<file path="src/rtl/softint_pkg.sv">
package softint_pkg;
   // Word offsets inside one processor page (bits 3:2 of the address)
   typedef enum logic [1:0] {
      WD_PEND = 2'd0,
      WD_CLR  = 2'd1,
      WD_SET  = 2'd2,
      WD_NONE = 2'd3
   } word_e;
endpackage

</file>
<file path="src/rtl/softint_decode.sv">
module softint_decode
   import softint_pkg::*;
#(
   parameter int NUM_CPU  = 4,
   parameter int ADDR_W   = 16,
   parameter int DATA_W   = 32,
   parameter int PAGE_LSB = 12,
   localparam int CPU_W   = $clog2(NUM_CPU)
) (
   input  logic                             bus_valid,
   input  logic                             bus_write,
   input  logic [ADDR_W-1:0]                bus_addr,
   input  logic [DATA_W-1:0]                bus_wdata,
   output logic [CPU_W-1:0]                 cpu_sel,
   output word_e                            word_sel,
   output logic [NUM_CPU-1:0][DATA_W-1:0]   sw_clr,
   output logic [NUM_CPU-1:0][DATA_W-1:0]   sw_set
);
   logic unused_addr_bits;

   assign cpu_sel  = bus_addr[PAGE_LSB +: CPU_W];
   assign word_sel = word_e'(bus_addr[3:2]);
   assign unused_addr_bits = ^bus_addr;

   for (genvar c = 0; c < NUM_CPU; c++) begin : g_cpu
      logic hit;
      assign hit       = bus_valid && bus_write && (cpu_sel == CPU_W'(c));
      assign sw_clr[c] = (hit && word_sel == WD_CLR) ? bus_wdata : '0;
      assign sw_set[c] = (hit && word_sel == WD_SET) ? bus_wdata : '0;
   end
endmodule

</file>
<file path="src/rtl/softint_cell.sv">
module softint_cell #(
   parameter int DATA_W    = 32,
   parameter int TIMER_BIT = 14
) (
   input  logic              clk,
   input  logic              rst_n,
   input  logic [DATA_W-1:0] sw_clr,
   input  logic [DATA_W-1:0] sw_set,
   input  logic [DATA_W-1:0] hw_clr,
   input  logic [DATA_W-1:0] hw_set,
   input  logic              tmr_in,
   output logic [DATA_W-1:0] pend_q
);
   logic              tmr_d;
   logic [DATA_W-1:0] tmr_rise_m;
   logic [DATA_W-1:0] tmr_fall_m;
   logic [DATA_W-1:0] clr_all;
   logic [DATA_W-1:0] set_all;
   logic [DATA_W-1:0] pend_d;

   assign tmr_rise_m = (tmr_in && !tmr_d) ? (DATA_W'(1) << TIMER_BIT) : '0;
   assign tmr_fall_m = (!tmr_in && tmr_d) ? (DATA_W'(1) << TIMER_BIT) : '0;
   assign clr_all    = sw_clr | hw_clr | tmr_fall_m;
   assign set_all    = sw_set | hw_set | tmr_rise_m;
   // clears first, sets last: a set wins a same-cycle collision
   assign pend_d     = (pend_q & ~clr_all) | set_all;

   always_ff @(posedge clk or negedge rst_n) begin
      if (!rst_n) begin
         tmr_d  <= 1'b0;
         pend_q <= '0;
      end else begin
         tmr_d  <= tmr_in;
         pend_q <= pend_d;
      end
   end
endmodule

</file>
<file path="src/rtl/softint_prio.sv">
module softint_prio #(
   parameter int DATA_W  = 32,
   parameter int SOFT_LO = 17,
   localparam int LVL_W  = $clog2(DATA_W - SOFT_LO + 1)
) (
   input  logic [DATA_W-1:0] pend,
   output logic              any,
   output logic [LVL_W-1:0]  level
);
   always_comb begin
      any   = 1'b0;
      level = '0;
      for (int i = SOFT_LO; i < DATA_W; i++) begin
         if (pend[i]) begin
            any   = 1'b1;
            level = LVL_W'(i - SOFT_LO + 1);
         end
      end
   end
endmodule

</file>
<file path="src/rtl/softint_deliver.sv">
module softint_deliver #(
   parameter int LVL_W = 4
) (
   input  logic             clk,
   input  logic             rst_n,
   input  logic             any,
   input  logic [LVL_W-1:0] level,
   input  logic             ack,
   output logic             irq_valid,
   output logic [LVL_W-1:0] irq_level
);
   always_ff @(posedge clk or negedge rst_n) begin
      if (!rst_n) begin
         irq_valid <= 1'b0;
         irq_level <= '0;
      end else if (irq_valid) begin
         if (ack) begin
            irq_valid <= 1'b0;
            irq_level <= '0;
         end
      end else if (any) begin
         irq_valid <= 1'b1;
         irq_level <= level;
      end
   end
endmodule

</file>
<file path="src/rtl/softint_bank.sv">
module softint_bank
   import softint_pkg::*;
#(
   parameter int NUM_CPU   = 4,
   parameter int ADDR_W    = 16,
   parameter int DATA_W    = 32,
   parameter int PAGE_LSB  = 12,
   parameter int SOFT_LO   = 17,
   parameter int TIMER_BIT = 14,
   parameter int FWD_W     = 4,
   localparam int CPU_W    = $clog2(NUM_CPU),
   localparam int LVL_W    = $clog2(DATA_W - SOFT_LO + 1)
) (
   input  logic                     clk,
   input  logic                     rst_n,
   input  logic                     bus_valid,
   input  logic                     bus_write,
   input  logic [ADDR_W-1:0]        bus_addr,
   input  logic [DATA_W-1:0]        bus_wdata,
   output logic [DATA_W-1:0]        bus_rdata,
   input  logic                     fwd_valid,
   input  logic                     fwd_set,
   input  logic [CPU_W-1:0]         fwd_cpu,
   input  logic [FWD_W-1:0]         fwd_level,
   input  logic [NUM_CPU-1:0]       tmr_in,
   input  logic [NUM_CPU-1:0]       irq_ack,
   output logic [NUM_CPU-1:0]       irq_valid,
   output logic [NUM_CPU*LVL_W-1:0] irq_level
);
   // elaboration-time parameter checks
   if (NUM_CPU < 2 || (1 << CPU_W) != NUM_CPU) begin : g_bad_cpu
      $error("NUM_CPU must be a power of two, at least 2");
   end
   if (ADDR_W < PAGE_LSB + CPU_W || PAGE_LSB < 4) begin : g_bad_addr
      $error("ADDR_W/PAGE_LSB cannot hold the processor page field");
   end
   if (SOFT_LO < 1 || SOFT_LO >= DATA_W) begin : g_bad_soft
      $error("SOFT_LO must lie inside the data word");
   end
   if (TIMER_BIT >= DATA_W || (1 << FWD_W) > DATA_W) begin : g_bad_bits
      $error("timer bit or forwarded level range exceeds the data word");
   end

   logic [CPU_W-1:0]               cpu_sel;
   word_e                          word_sel;
   logic [NUM_CPU-1:0][DATA_W-1:0] sw_clr;
   logic [NUM_CPU-1:0][DATA_W-1:0] sw_set;
   logic [NUM_CPU-1:0][DATA_W-1:0] pend_q;
   logic [DATA_W-1:0]              fwd_mask;

   assign fwd_mask = DATA_W'(1) << fwd_level;

   softint_decode #(
      .NUM_CPU (NUM_CPU),
      .ADDR_W  (ADDR_W),
      .DATA_W  (DATA_W),
      .PAGE_LSB(PAGE_LSB)
   ) u_dec (
      .bus_valid(bus_valid),
      .bus_write(bus_write),
      .bus_addr (bus_addr),
      .bus_wdata(bus_wdata),
      .cpu_sel  (cpu_sel),
      .word_sel (word_sel),
      .sw_clr   (sw_clr),
      .sw_set   (sw_set)
   );

   for (genvar c = 0; c < NUM_CPU; c++) begin : g_cpu
      logic              fwd_hit;
      logic [DATA_W-1:0] hw_set;
      logic [DATA_W-1:0] hw_clr;
      logic              any;
      logic [LVL_W-1:0]  level;

      assign fwd_hit = fwd_valid && (fwd_cpu == CPU_W'(c));
      assign hw_set  = (fwd_hit &&  fwd_set) ? fwd_mask : '0;
      assign hw_clr  = (fwd_hit && !fwd_set) ? fwd_mask : '0;

      softint_cell #(
         .DATA_W   (DATA_W),
         .TIMER_BIT(TIMER_BIT)
      ) u_cell (
         .clk   (clk),
         .rst_n (rst_n),
         .sw_clr(sw_clr[c]),
         .sw_set(sw_set[c]),
         .hw_clr(hw_clr),
         .hw_set(hw_set),
         .tmr_in(tmr_in[c]),
         .pend_q(pend_q[c])
      );

      softint_prio #(
         .DATA_W (DATA_W),
         .SOFT_LO(SOFT_LO)
      ) u_prio (
         .pend (pend_q[c]),
         .any  (any),
         .level(level)
      );

      softint_deliver #(
         .LVL_W(LVL_W)
      ) u_dlv (
         .clk      (clk),
         .rst_n    (rst_n),
         .any      (any),
         .level    (level),
         .ack      (irq_ack[c]),
         .irq_valid(irq_valid[c]),
         .irq_level(irq_level[c*LVL_W +: LVL_W])
      );
   end

   assign bus_rdata = (word_sel == WD_PEND) ? pend_q[cpu_sel] : '0;
endmodule

</file>
<file path="config.mk">
export PLATFORM = sky130hd
export DESIGN_NAME = softint_bank
export DESIGN_NICKNAME = d
export VERILOG_FILES = /design/src/rtl/softint_pkg.sv /design/src/rtl/softint_decode.sv /design/src/rtl/softint_cell.sv /design/src/rtl/softint_prio.sv /design/src/rtl/softint_deliver.sv /design/src/rtl/softint_bank.sv
export SDC_FILE = /design/constraint.sdc
export NUM_CORES = 1
export LEC_CHECK = 0
export BUFFER_PORTS_ARGS = -buffer_cell sky130_fd_sc_hd__buf_4
export CAP_MARGIN = 0
export CORE_MARGIN = 2
export CORE_UTILIZATION = 58
export DETAILED_ROUTE_END_ITERATION = 12
export PLACE_DENSITY = 0.8
export SLEW_MARGIN = 20
export SYNTH_ARGS = -nofsm -noshare
export SYNTH_HDL_FRONTEND = slang
export SYNTH_SLANG_ARGS = --single-unit
</file>
<file path="constraint.sdc">
create_clock -name clk -period 1.9 [get_ports clk]
set_clock_uncertainty 0.15 [all_clocks]
set_input_delay 0.19 -clock clk [delete_from_list [all_inputs] [get_ports clk]]
set_output_delay 0.19 -clock clk [all_outputs]
set_load 0.05 [all_outputs]
</file>
==> reports/summary.txt <==
status = complete, but fails checks
failing checks = negative setup slack
PnR worst setup slack = -217 ps
final wirelength = 31800 um
Final Cell Area = 0.0121 mm2
Worst-path clk slew = 70 ps
Tightest Pin Transition = 574 ps
Pwr Total = 13.6 mW
count of final hold-check violations = 0
FF-to-FF path depth = 7
fin nets = 1209
Post-Synth XOR/XNOR Area = 0
DRT antenna net count = 0
Max rail drop VDD = 0.860 mV
Clk pwr share = 0.271
commonest non-fill, non-tap cell in the layout = buf_4
Critical Path Fanout Max = 2
Yosys cell types = 47
share of cells above drive strength 1 = 0.334
Fmax achieved = 472 MHz
clock sinks = 152
commonest cells after routing, fill and taps aside = buf_4, dfrtp_1, nor2_1
gr ovfl total = 0
Post-route DRC = 0
most area-consuming cells after synthesis = dfrtp_1, mux4_2, a22o_1
final cell count without fillers = 1338
via count = 9236
Post-synth top flop = dfrtp_1
Reg2Reg Capture Point = g_cpu[3].u_dlv.irq_level[0]$_DFFE_PN0P_
largest family of logic cells by synthesized area = compound AO/OA/AOI/OAI gates
Vias/cell = 6.90
Avg Cell Area, Syn = 9.60 um2
initial antenna violation count = 0
Ports = 120
Switching Fraction = 0.355
Hold WC Path Type = in -> async
setup violators final = 38
Comb pwr share = 0.379
first-pass GRT wire length = 47000 um
CTS tree = built
Layout Utilization = 0.827
Die W = 127 um
largest net degree at the start of global routing = 45
Pre-antenna DRT Iters = 7
GP Congestion = 0.915
IO Port Bufs = 107
number of synthesized flops with an enable pin = 0
final period utilization = 1.11
Min Hold Slack = 85.8 ps
Adder-Cell Fraction of Synth Area = 0
Tmin final = 2120 ps
Cell Area, Placed = 0.0100 mm2
initial core utilization = 0.598
H-tree levels = 4
kind of critical path = reg -> out
worst path required time = 1560 ps
DP Cell Count = 1181
RR Startpoint = g_cpu[3].u_cell.pend_q[30]$_DFF_PN0_
die area = 0.0160 mm2
Setup WS pre-CTS = 48.2 ps
Sequential Power Share = 0.350
WL per Instance = 23.8 um
HPWL after detailed placement = 18000 um
mux contribution to synthesized area = 0.0842
DRT iter0 DRCs = 1287
post-synthesis cell count = 909
n_diodes = 0
Yosys reg bits = 152
Worst slew margin = 0.617
CTS max path bufs = 2
RSZ-0062 raised after global routing = yes
maxcap violations = 0
Syn Nets = 977
GRT Overall Usage = 0.378
Final Max Tran Viols = 0
pwr dens = 1130 mW/mm2
FP Rows = 44
CORE AREA = 0.0146 mm2
Synth top area share = 0.436
R2R Setup Slk = -140 ps
total CTS buffers = 17
Skew-Pair Late Insertion Delay = 440 ps
Sw Pwr = 4.82 mW
setup total negative slack = -3860 ps
Synth Warn # = 0
Die Span Y = 127 um
Crit. End Element = output port
number of global-route vias before repair = 8795
Compound-Gate Fraction of Synth Area = 0.230
type of origin of the critical path = flop
Seq/Total Area, Yosys = 0.436
Area Overhead vs Synth = 38.2%
simple-gate share of the synthesized area = 0.186
Netlist Area Pre-Place = 0.00873 mm2
Synth area leader = dfrtp_1
Post-synth ARST share = 1.00
CTS root buf = clkbuf_16
Data arrival, critical path = 1780 ps
Pint = 8.75 mW
leak pwr = 5.14 nW
==> cell type report <==
cell class | count | area [um2]
multi-input combinational | 650 | 4600
sequential | 152 | 3810
timing repair buffer | 299 | 2720
fill | 765 | 2530
clock buffer | 17 | 425
tap | 184 | 230
clock inverter | 15 | 203
inverter | 21 | 78.8
==> how the worst max path moves through the flow <==
| stage | start | end | slack [ps] | cells past startpoint |
|---|---|---|---|---|
| final | g_cpu[3].u_cell.pend_q[31]$_DFF_PN0_ | bus_rdata[31] | -220 | 4 |
| after global routing | g_cpu[3].u_cell.pend_q[30]$_DFF_PN0_ | g_cpu[3].u_dlv.irq_level[0]$_DFFE_PN0P_ | -290 | 7 |
| after CTS | g_cpu[3].u_cell.pend_q[31]$_DFF_PN0_ | bus_rdata[31] | -190 | 4 |
| after detailed placement | bus_addr[12] | bus_rdata[13] | 50 | 5 |
| after global placement | bus_addr[12] | bus_rdata[13] | 50 | 5 |
| after floorplan | bus_addr[2] | bus_rdata[1] | 20 | 3 |
==> power groups by stage <==
stage	clock (mW)	combinational (mW)	sequential (mW)
final	3.68	5.14	4.74
after global routing	3.82	5.38	4.80
after CTS	3.65	4.65	4.67
after detailed placement	0	3.98	4.75
after global placement	0	3.88	4.73
after floorplan	0	2.30	5.08
==> routing by layer <==
layer  track usage  vias to the layer above  wire length (um)
li1              -                     3781                 -
met1         0.471                     4369             10800
met2         0.631                      843             15400
met3        0.0772                      243              3490
met4         0.184                        0              2110
met5             0                        -                 0
==> worst max-delay path: stages (launching register included) <==
cell	delay, ps
dfrtp_1	410
buf_6	130
mux4_2	480
nor2b_4	150
buf_6	160
==> flip-flops by register name, summed over array words and instances, names as in the netlist <==
| name | count |
|---|---|
| g_cpu.u_dlv.irq_valid | 4 |
| g_cpu.u_cell.tmr_d | 4 |
| g_cpu.u_cell.pend_q | 128 |
| g_cpu.u_dlv.irq_level | 16 |
==> Yosys cell counts, types with 2 or more instances <==
master,n
a211oi_1,4
a21o_1,4
a21oi_1,66
a221o_1,47
a221oi_1,4
a22o_1,64
a31oi_1,3
a31oi_4,2
and2_1,3
buf_2,42
buf_4,27
clkbuf_1,16
dfrtp_1,152
inv_1,21
mux4_2,31
nand2_1,121
nand2b_1,8
nand3_1,6
nand4_1,2
nand4b_1,4
nor2_1,127
nor2_2,3
nor2b_1,42
nor2b_4,2
nor3_1,10
nor3_2,2
nor4_1,7
o211ai_1,27
o21ai_0,32
o21ai_1,4
o22ai_1,3
o311ai_0,4
or4_4,5
==> timing repair <==
item,in CTS,in global routing
pin swaps,1,8
resized for setup,76,19
buffers inserted,53,34
setup endpoints to repair,32,44
hold buffers,41,0
hold endpoints to repair,301,0
==> logic make-up (layout without fill, tap and decap cells) <==
| group | after synthesis | after routing |
|---|---|---|
| and+or+nand+nor | 348 | 348 |
| AOI/OAI and AO/OA | 269 | 269 |
| DFF | 152 | 152 |
| buffers and inverters | 107 | 352 |
| muxes | 33 | 33 |
(Power assumes the default switching activity.)
